===== config.mk =====
export PLATFORM = sky130hd
export DESIGN_NAME = signal_predictor
export DESIGN_NICKNAME = d
export VERILOG_FILES = /design/src/rtl/sigpred_pkg.sv /design/src/rtl/sp_coef_bank.sv /design/src/rtl/sp_history.sv /design/src/rtl/sp_engine.sv /design/src/rtl/signal_predictor.sv
export SDC_FILE = /design/constraint.sdc
export NUM_CORES = 2
export LEC_CHECK = 0
export BUFFER_PORTS_ARGS = -buffer_cell sky130_fd_sc_hd__buf_2
export CORE_MARGIN = 2
export CORE_UTILIZATION = 59
export CTS_BUF_LIST = sky130_fd_sc_hd__clkbuf_4
export DETAILED_ROUTE_END_ITERATION = 6
export GPL_TIMING_DRIVEN = 0
export PLACE_DENSITY = 0.83
export SETUP_SLACK_MARGIN = 0.15
export SLEW_MARGIN = 20
export SYNTH_ARGS = -nofsm -noshare
export SYNTH_HDL_FRONTEND = slang
export SYNTH_SLANG_ARGS = --single-unit

===== constraint.sdc =====
create_clock -name clk -period 7.75 [get_ports clk]
set_input_delay 1.55 -clock clk [delete_from_list [all_inputs] [get_ports clk]]
set_output_delay 1.55 -clock clk [all_outputs]
set_load 0.02 [all_outputs]

===== src/rtl/sigpred_pkg.sv =====
package sigpred_pkg;
    typedef enum logic [1:0] {
        ST_IDLE,
        ST_ACC,
        ST_FINISH
    } eng_state_t;
endpackage


===== src/rtl/sp_coef_bank.sv =====
module sp_coef_bank #(
    parameter int DW   = 16,
    parameter int CW   = 18,
    parameter int TAPS = 5,
    parameter int AW   = 3
) (
    input  logic                      clk,
    input  logic                      rst_n,
    input  logic                      we,
    input  logic [AW-1:0]             addr,
    input  logic [CW-1:0]             data,
    output logic [TAPS-1:0][CW-1:0]   coef,
    output logic [DW-1:0]             tol
);
    for (genvar g = 0; g < TAPS; g++) begin : g_coef
        always_ff @(posedge clk or negedge rst_n) begin
            if (!rst_n)
                coef[g] <= '0;
            else if (we && addr == AW'(g))
                coef[g] <= data;
        end
    end

    always_ff @(posedge clk or negedge rst_n) begin
        if (!rst_n)
            tol <= '1;
        else if (we && addr == AW'(TAPS))
            tol <= data[DW-1:0];
    end

    // the tolerance moves only on a write to its own address
    a_r7_tol_hold: assert property (@(posedge clk) disable iff (!rst_n)
        !(we && addr == AW'(TAPS)) |=> $stable(tol));
endmodule


===== src/rtl/sp_history.sv =====
module sp_history #(
    parameter int DW   = 16,
    parameter int TAPS = 5
) (
    input  logic                        clk,
    input  logic                        rst_n,
    input  logic                        shift,
    input  logic signed [DW-1:0]        v_in,
    input  logic signed [DW-1:0]        r_in,
    output logic signed [DW-1:0]        v_now,
    output logic signed [DW-1:0]        v_prev,
    output logic [TAPS-1:0][DW-1:0]     r_taps,
    output logic                        full
);
    localparam int NW = $clog2(TAPS + 1);
    logic [NW-1:0] fill;

    always_ff @(posedge clk or negedge rst_n) begin
        if (!rst_n) begin
            v_now  <= '0;
            v_prev <= '0;
            fill   <= '0;
        end else if (shift) begin
            v_prev <= v_now;
            v_now  <= v_in;
            if (fill != NW'(TAPS))
                fill <= fill + NW'(1);
        end
    end

    for (genvar g = 0; g < TAPS; g++) begin : g_tap
        always_ff @(posedge clk or negedge rst_n) begin
            if (!rst_n)
                r_taps[g] <= '0;
            else if (shift) begin
                if (g == 0)
                    r_taps[g] <= r_in;
                else
                    r_taps[g] <= r_taps[(g > 0) ? g - 1 : 0];
            end
        end
    end

    assign full = (fill == NW'(TAPS));

    // the fill count advances only on a captured strobe
    a_r3_fill_hold: assert property (@(posedge clk) disable iff (!rst_n)
        !shift |=> $stable(fill));
    // the tap history is frozen between captures
    a_r2_taps_hold: assert property (@(posedge clk) disable iff (!rst_n)
        !shift |=> $stable(r_taps));
endmodule


===== src/rtl/sp_engine.sv =====
module sp_engine
    import sigpred_pkg::*;
#(
    parameter int DW   = 16,
    parameter int CW   = 18,
    parameter int FRAC = 14,
    parameter int TAPS = 5
) (
    input  logic                        clk,
    input  logic                        rst_n,
    input  logic                        start,
    input  logic signed [DW-1:0]        v_now,
    input  logic signed [DW-1:0]        v_prev,
    input  logic [TAPS-1:0][DW-1:0]     r_taps,
    input  logic [TAPS-1:0][CW-1:0]     coef,
    input  logic [DW-1:0]               tol,
    input  logic                        full,
    output logic                        busy,
    output logic signed [DW-1:0]        v_p1,
    output logic signed [DW-1:0]        v_p2,
    output logic signed [DW-1:0]        r_p2,
    output logic                        valid,
    output logic                        jump
);
    localparam int AW = DW + CW + $clog2(TAPS) + 1;
    localparam int IW = (TAPS > 1) ? $clog2(TAPS) : 1;
    localparam longint HI_L = (longint'(1) << (DW - 1)) - 1;
    localparam logic signed [AW-1:0] HI = AW'(HI_L);
    localparam logic signed [AW-1:0] LO = AW'(-HI_L - 1);

    function automatic logic signed [DW-1:0] clip(input logic signed [AW-1:0] x);
        if (x > HI)      return HI[DW-1:0];
        else if (x < LO) return LO[DW-1:0];
        else             return x[DW-1:0];
    endfunction

    eng_state_t state, nxt;
    logic [IW-1:0] idx;
    logic signed [AW-1:0] acc;
    logic signed [DW-1:0] ph1, ph2;
    logic pv1, pv2;

    // tap product for the current index
    logic signed [CW-1:0] c_sel;
    logic signed [DW-1:0] r_sel, r0;
    logic signed [AW-1:0] prod;
    // finish-stage values
    logic signed [AW-1:0] vn, vp, err, mag, tol_ext;
    logic signed [DW-1:0] v1_c, v2_c, r_fc, r_out;
    logic jump_c;

    always_comb begin
        c_sel   = coef[idx];
        r_sel   = r_taps[idx];
        prod    = AW'(c_sel) * AW'(r_sel);
        r0      = r_taps[0];
        vn      = AW'(v_now);
        vp      = AW'(v_prev);
        v1_c    = clip((vn <<< 1) - vp);
        v2_c    = clip((vn <<< 1) + vn - (vp <<< 1));
        r_fc    = clip(acc >>> FRAC);
        err     = AW'(r0) - AW'(ph2);
        mag     = err[AW-1] ? -err : err;
        tol_ext = signed'(AW'({1'b0, tol}));
        jump_c  = full && pv2 && (mag > tol_ext);
        r_out   = jump_c ? r0 : r_fc;
    end

    // state register
    always_ff @(posedge clk or negedge rst_n) begin
        if (!rst_n) state <= ST_IDLE;
        else        state <= nxt;
    end

    always_comb begin
        nxt = state;
        unique case (state)
            ST_IDLE:   if (start) nxt = ST_ACC;
            ST_ACC:    if (idx == IW'(TAPS - 1)) nxt = ST_FINISH;
            ST_FINISH: nxt = ST_IDLE;
            default:   nxt = ST_IDLE;
        endcase
    end

    assign busy = (state != ST_IDLE);

    // datapath and outputs
    always_ff @(posedge clk or negedge rst_n) begin
        if (!rst_n) begin
            idx   <= '0;
            acc   <= '0;
            v_p1  <= '0;
            v_p2  <= '0;
            r_p2  <= '0;
            valid <= 1'b0;
            jump  <= 1'b0;
            ph1   <= '0;
            ph2   <= '0;
            pv1   <= 1'b0;
            pv2   <= 1'b0;
        end else begin
            unique case (state)
                ST_IDLE: if (start) begin
                    acc <= '0;
                    idx <= '0;
                end
                ST_ACC: begin
                    acc <= acc + prod;
                    idx <= idx + IW'(1);
                end
                ST_FINISH: begin
                    ph2 <= ph1;
                    pv2 <= pv1;
                    if (full) begin
                        v_p1  <= v1_c;
                        v_p2  <= v2_c;
                        r_p2  <= r_out;
                        valid <= 1'b1;
                        jump  <= jump_c;
                        ph1   <= r_out;
                        pv1   <= 1'b1;
                    end else begin
                        v_p1  <= '0;
                        v_p2  <= '0;
                        r_p2  <= '0;
                        valid <= 1'b0;
                        jump  <= 1'b0;
                        ph1   <= '0;
                        pv1   <= 1'b0;
                    end
                end
                default: ;
            endcase
        end
    end

    // valid forecasts only once the history is full
    a_r3_valid_needs_full: assert property (@(posedge clk) disable iff (!rst_n)
        valid |-> full);
    // outputs move only on the edge that leaves ST_FINISH
    a_r1_quiet_outside_finish: assert property (@(posedge clk) disable iff (!rst_n)
        (state != ST_FINISH) |=> ($stable(v_p1) && $stable(v_p2) && $stable(r_p2) && $stable(valid)));
    // a flagged jump publishes the held present sample
    a_r8_bypass_present: assert property (@(posedge clk) disable iff (!rst_n)
        (state == ST_IDLE && jump) |-> (r_p2 == signed'(r_taps[0])));
    // no new computation begins while one is under way
    a_r2_single_pass: assert property (@(posedge clk) disable iff (!rst_n)
        (state == ST_ACC && idx != IW'(TAPS - 1)) |=> (state == ST_ACC));
endmodule


===== src/rtl/signal_predictor.sv =====
module signal_predictor #(
    parameter int DW   = 16,
    parameter int CW   = 18,
    parameter int FRAC = 14,
    parameter int TAPS = 5
) (
    input  logic                 clk,
    input  logic                 rst_n,
    input  logic                 smp_stb,
    input  logic signed [DW-1:0] v_in,
    input  logic signed [DW-1:0] r_in,
    input  logic                 cfg_we,
    input  logic [2:0]           cfg_addr,
    input  logic [CW-1:0]        cfg_data,
    output logic signed [DW-1:0] v_next1,
    output logic signed [DW-1:0] v_next2,
    output logic signed [DW-1:0] r_next2,
    output logic                 pred_valid,
    output logic                 jump_flag
);
    logic busy, take, full;
    logic signed [DW-1:0] v_now, v_prev;
    logic [TAPS-1:0][DW-1:0] r_taps;
    logic [TAPS-1:0][CW-1:0] coef;
    logic [DW-1:0] tol;

    assign take = smp_stb && !busy;

    sp_coef_bank #(.DW(DW), .CW(CW), .TAPS(TAPS), .AW(3)) u_bank (
        .clk(clk), .rst_n(rst_n), .we(cfg_we), .addr(cfg_addr),
        .data(cfg_data), .coef(coef), .tol(tol)
    );

    sp_history #(.DW(DW), .TAPS(TAPS)) u_hist (
        .clk(clk), .rst_n(rst_n), .shift(take), .v_in(v_in), .r_in(r_in),
        .v_now(v_now), .v_prev(v_prev), .r_taps(r_taps), .full(full)
    );

    sp_engine #(.DW(DW), .CW(CW), .FRAC(FRAC), .TAPS(TAPS)) u_eng (
        .clk(clk), .rst_n(rst_n), .start(take), .v_now(v_now), .v_prev(v_prev),
        .r_taps(r_taps), .coef(coef), .tol(tol), .full(full), .busy(busy),
        .v_p1(v_next1), .v_p2(v_next2), .r_p2(r_next2),
        .valid(pred_valid), .jump(jump_flag)
    );
endmodule


==> results.sh <==
export IMPL_status="finished with violations"
export IMPL_violations="DRC"
export IMPL_synth_seq_cells=331
export IMPL_cp_slowest_cell="fa_1"
export IMPL_rr_endpoint="u_eng.acc[37]"
export IMPL_nets=3900
export IMPL_setup_slack_ns=0.103
export IMPL_coreArea_mm2=0.0503
export IMPL_critPathArrivalTime_ns=8.37
export IMPL_gr_total_overflow=0
export IMPL_wirelength_um=90900
export IMPL_die_width_um=230
export IMPL_synth_top_area_frac=0.262
export IMPL_synth_edff_count=0
export IMPL_filler_cell_count=3472
export IMPL_cts_tree="done"
export IMPL_gp_congestion=0.999
export IMPL_crit_top_cell="fa_1"
export IMPL_critPathKind="register to register"
export IMPL_hold_depth=2
export IMPL_rr_worst_depth=30
export IMPL_hold_buffers=0
export IMPL_antenna_found_initial=2
export IMPL_ys_types=77
export IMPL_final_cell_area_mm2=0.0351
export IMPL_synth_main_ff_cell="dfrtp_1"
export IMPL_vias_per_cell=6.08
export IMPL_cts_htree_levels=3
export IMPL_finalClockSkew_ns=0.0584
export IMPL_final_common_cell="inv_1"
export IMPL_synth_area_leaders="dfrtp_1 (26%), fa_1 (24%), mux2_2 (8.5%)"
export IMPL_synthesis_area_mm2=0.0301
export IMPL_ff2ff_setup_slack_ns=0.10
export IMPL_clock_latency_ns=0.88
export IMPL_synth_warnings=0
export IMPL_cts_root_buf="clkbuf_4"
export IMPL_worstSetupEndpointType="register"
export IMPL_critPathLaunchType="register"
export IMPL_grt_pass1_wl_um=140000
export IMPL_tightestPinTransition_ns=1.03
export IMPL_r2r_start="u_eng.idx[1]"
export IMPL_clock_fmax_ghz=0.131
export IMPL_maxCapViolations=0
export IMPL_slew_headroom=0.310
export IMPL_worstPathRequired_ns=8.47
export IMPL_syn2layout_area_growth_pct=16.8
export IMPL_whs_endpoint="u_eng.v_p1[1]"
export IMPL_setup_viol=0
export IMPL_async_flop_share=1.00
export IMPL_final_hold_viol_count=0
export IMPL_ant_nets=0
export IMPL_gr_usage_all_layers=0.343
export IMPL_grt_max_degree=113
export IMPL_port_buffers=105
export IMPL_cts_buffers=88
export IMPL_seq_area_frac_synth=0.276
export IMPL_placed_area_mm2=0.0316
export IMPL_path_clk_slew_ns=0.07
export IMPL_num_vias=24523
export IMPL_synthCells=2987
export IMPL_min_period_ns=7.65
export IMPL_hold_class="register to register"
export IMPL_drive_above_1_share=0.247
export IMPL_cp_slowest_stage_delay_ns=0.56
export IMPL_first_pass_iters=7
export IMPL_syn_nets=3586
export IMPL_initial_utilization=0.598
export IMPL_worstHoldStart="u_eng.v_p1[1]"
export IMPL_yosysTopAreaCell="dfrtp_1"
export IMPL_min_period_over_period=0.987
export IMPL_cts_buffer_depth=3
export IMPL_critPathMaxFanout=8
export IMPL_grt_setup_unrepaired="yes"
export IMPL_post_drt_wl_per_cell_um=22.5
export IMPL_slew_violations=0
export IMPL_row_count=82
export IMPL_cts_sinks=331
export IMPL_final_cell_mix="inv_1 (492), fa_1 (350), dfrtp_1 (314)"
export IMPL_drt_iter0_drc=2088
export IMPL_grt_pass1_vias=25845
export IMPL_io_pins=107
export IMPL_die_h_um=230
export IMPL_dpl_worst_slack_ns=-2.00
export IMPL_dp_hpwl_um=66200
export IMPL_dieArea_mm2=0.0528
export IMPL_drc=26
export IMPL_syn_area_per_cell_um2=10.1
layer usage:
layer | GRT usage | routed length (µm) | vias up
met4 | 0.182 | 5640 | 0
li1 | - | - | 10434
met2 | 0.561 | 43300 | 1392
met3 | 0.0861 | 8990 | 398
met5 | 0 | 0 | -
met1 | 0.420 | 32900 | 12299
what timing repair did:
item / 4_1_cts / 5_1_grt
buffers inserted: 75 / 30
setup endpoints to repair: 28 / 18
resized for setup: 243 / 111
pin swaps: 36 / 66
hold endpoints to repair: 0 / 0
cloned: 2 / 4
area by class of cell:
type | count | area (µm²) | share of cell area
timing repair buffer | 224 | 1650 | 0.0469
tap | 672 | 841 | 0.0239
multi-input combinational | 2051 | 20400 | 0.581
sequential | 331 | 8300 | 0.236
buffer | 106 | 918 | 0.0262
clock inverter | 21 | 178 | 0.00506
inverter | 499 | 1870 | 0.0533
clock buffer | 126 | 946 | 0.0269
antenna | 3 | 7.51 | 0.000214
Yosys cell counts (26+ instances only):
master / count
a21o_1: 42
a21oi_1: 84
a221o_1: 26
clkbuf_1: 93
dfrtp_1: 315
fa_1: 362
ha_1: 180
inv_1: 499
mux2_2: 226
nand2_1: 303
nor2_1: 228
o211ai_1: 31
o21a_1: 53
o21ai_0: 136
xnor2_1: 51
xor2_1: 31
flip-flops by register name, indices dropped and copies added, names as in the netlist:
signal	count
u_bank.coef	90
u_hist.r_taps	80
u_eng.acc	38
u_bank.tol	16
u_eng.ph2	16
u_eng.r_p2	16
u_eng.v_p1	16
u_eng.v_p2	16
u_hist.v_now	16
u_hist.v_prev	16
u_eng.idx	3
u_hist.fill	3
u_eng.state	2
u_eng.jump	1
u_eng.pv1	1
u_eng.pv2	1
cells by family (layout without fill, tap and decap cells):
logic type / after synthesis / in the layout / synth area share
AO/OA/AOI/OAI: 504 / 504 / 0.112
XOR/XNOR: 82 / 82 / 0.0239
adder cells (fa/ha/maj): 542 / 542 / 0.316
buffers and inverters: 605 / 976 / 0.0762
flip-flops: 331 / 331 / 0.276
multiplexers: 262 / 262 / 0.101
other: 0 / 3 / 0
AND/OR/NAND/NOR: 661 / 661 / 0.0943
worst max-delay path by stage:
stage	from	to	depth (start not counted)
after floorplan	u_eng.idx[1]	u_eng.acc[36]	25
after global placement	u_eng.idx[0]	u_eng.acc[37]	26
after detailed placement	u_eng.idx[0]	u_eng.acc[37]	26
after CTS	u_eng.idx[1]	u_eng.acc[36]	26
after global routing	u_eng.idx[1]	u_eng.acc[37]	30
final	u_eng.idx[1]	u_eng.acc[37]	30
metrics by stage:
stage	hold slack, ns	util	std cells	setup TNS [ns]
floorplan	0.455	-	2987	0
detailed placement	0.470	0.629	3771	-27.12
global route	0.526	0.699	4033	-0.246
global placement	0.464	0.627	3764	-309.84
CTS	0.484	0.683	3995	0
finish	0.482	0.699	4033	0
worst max-delay path: cells and delay by family, from the launching register on:
family / cells / cell delay (ns)
buffers and inverters: 9 / 1.03
AO/OA/AOI/OAI: 10 / 2.10
adder cells (fa/ha/maj): 7 / 3.48
AND/OR/NAND/NOR: 3 / 0.39
flip-flops: 1 / 0.41
multiplexers: 1 / 0.11
Power is not shown: default switching activity piles up to over one toggle a cycle in this logic, so the estimate is an artifact.
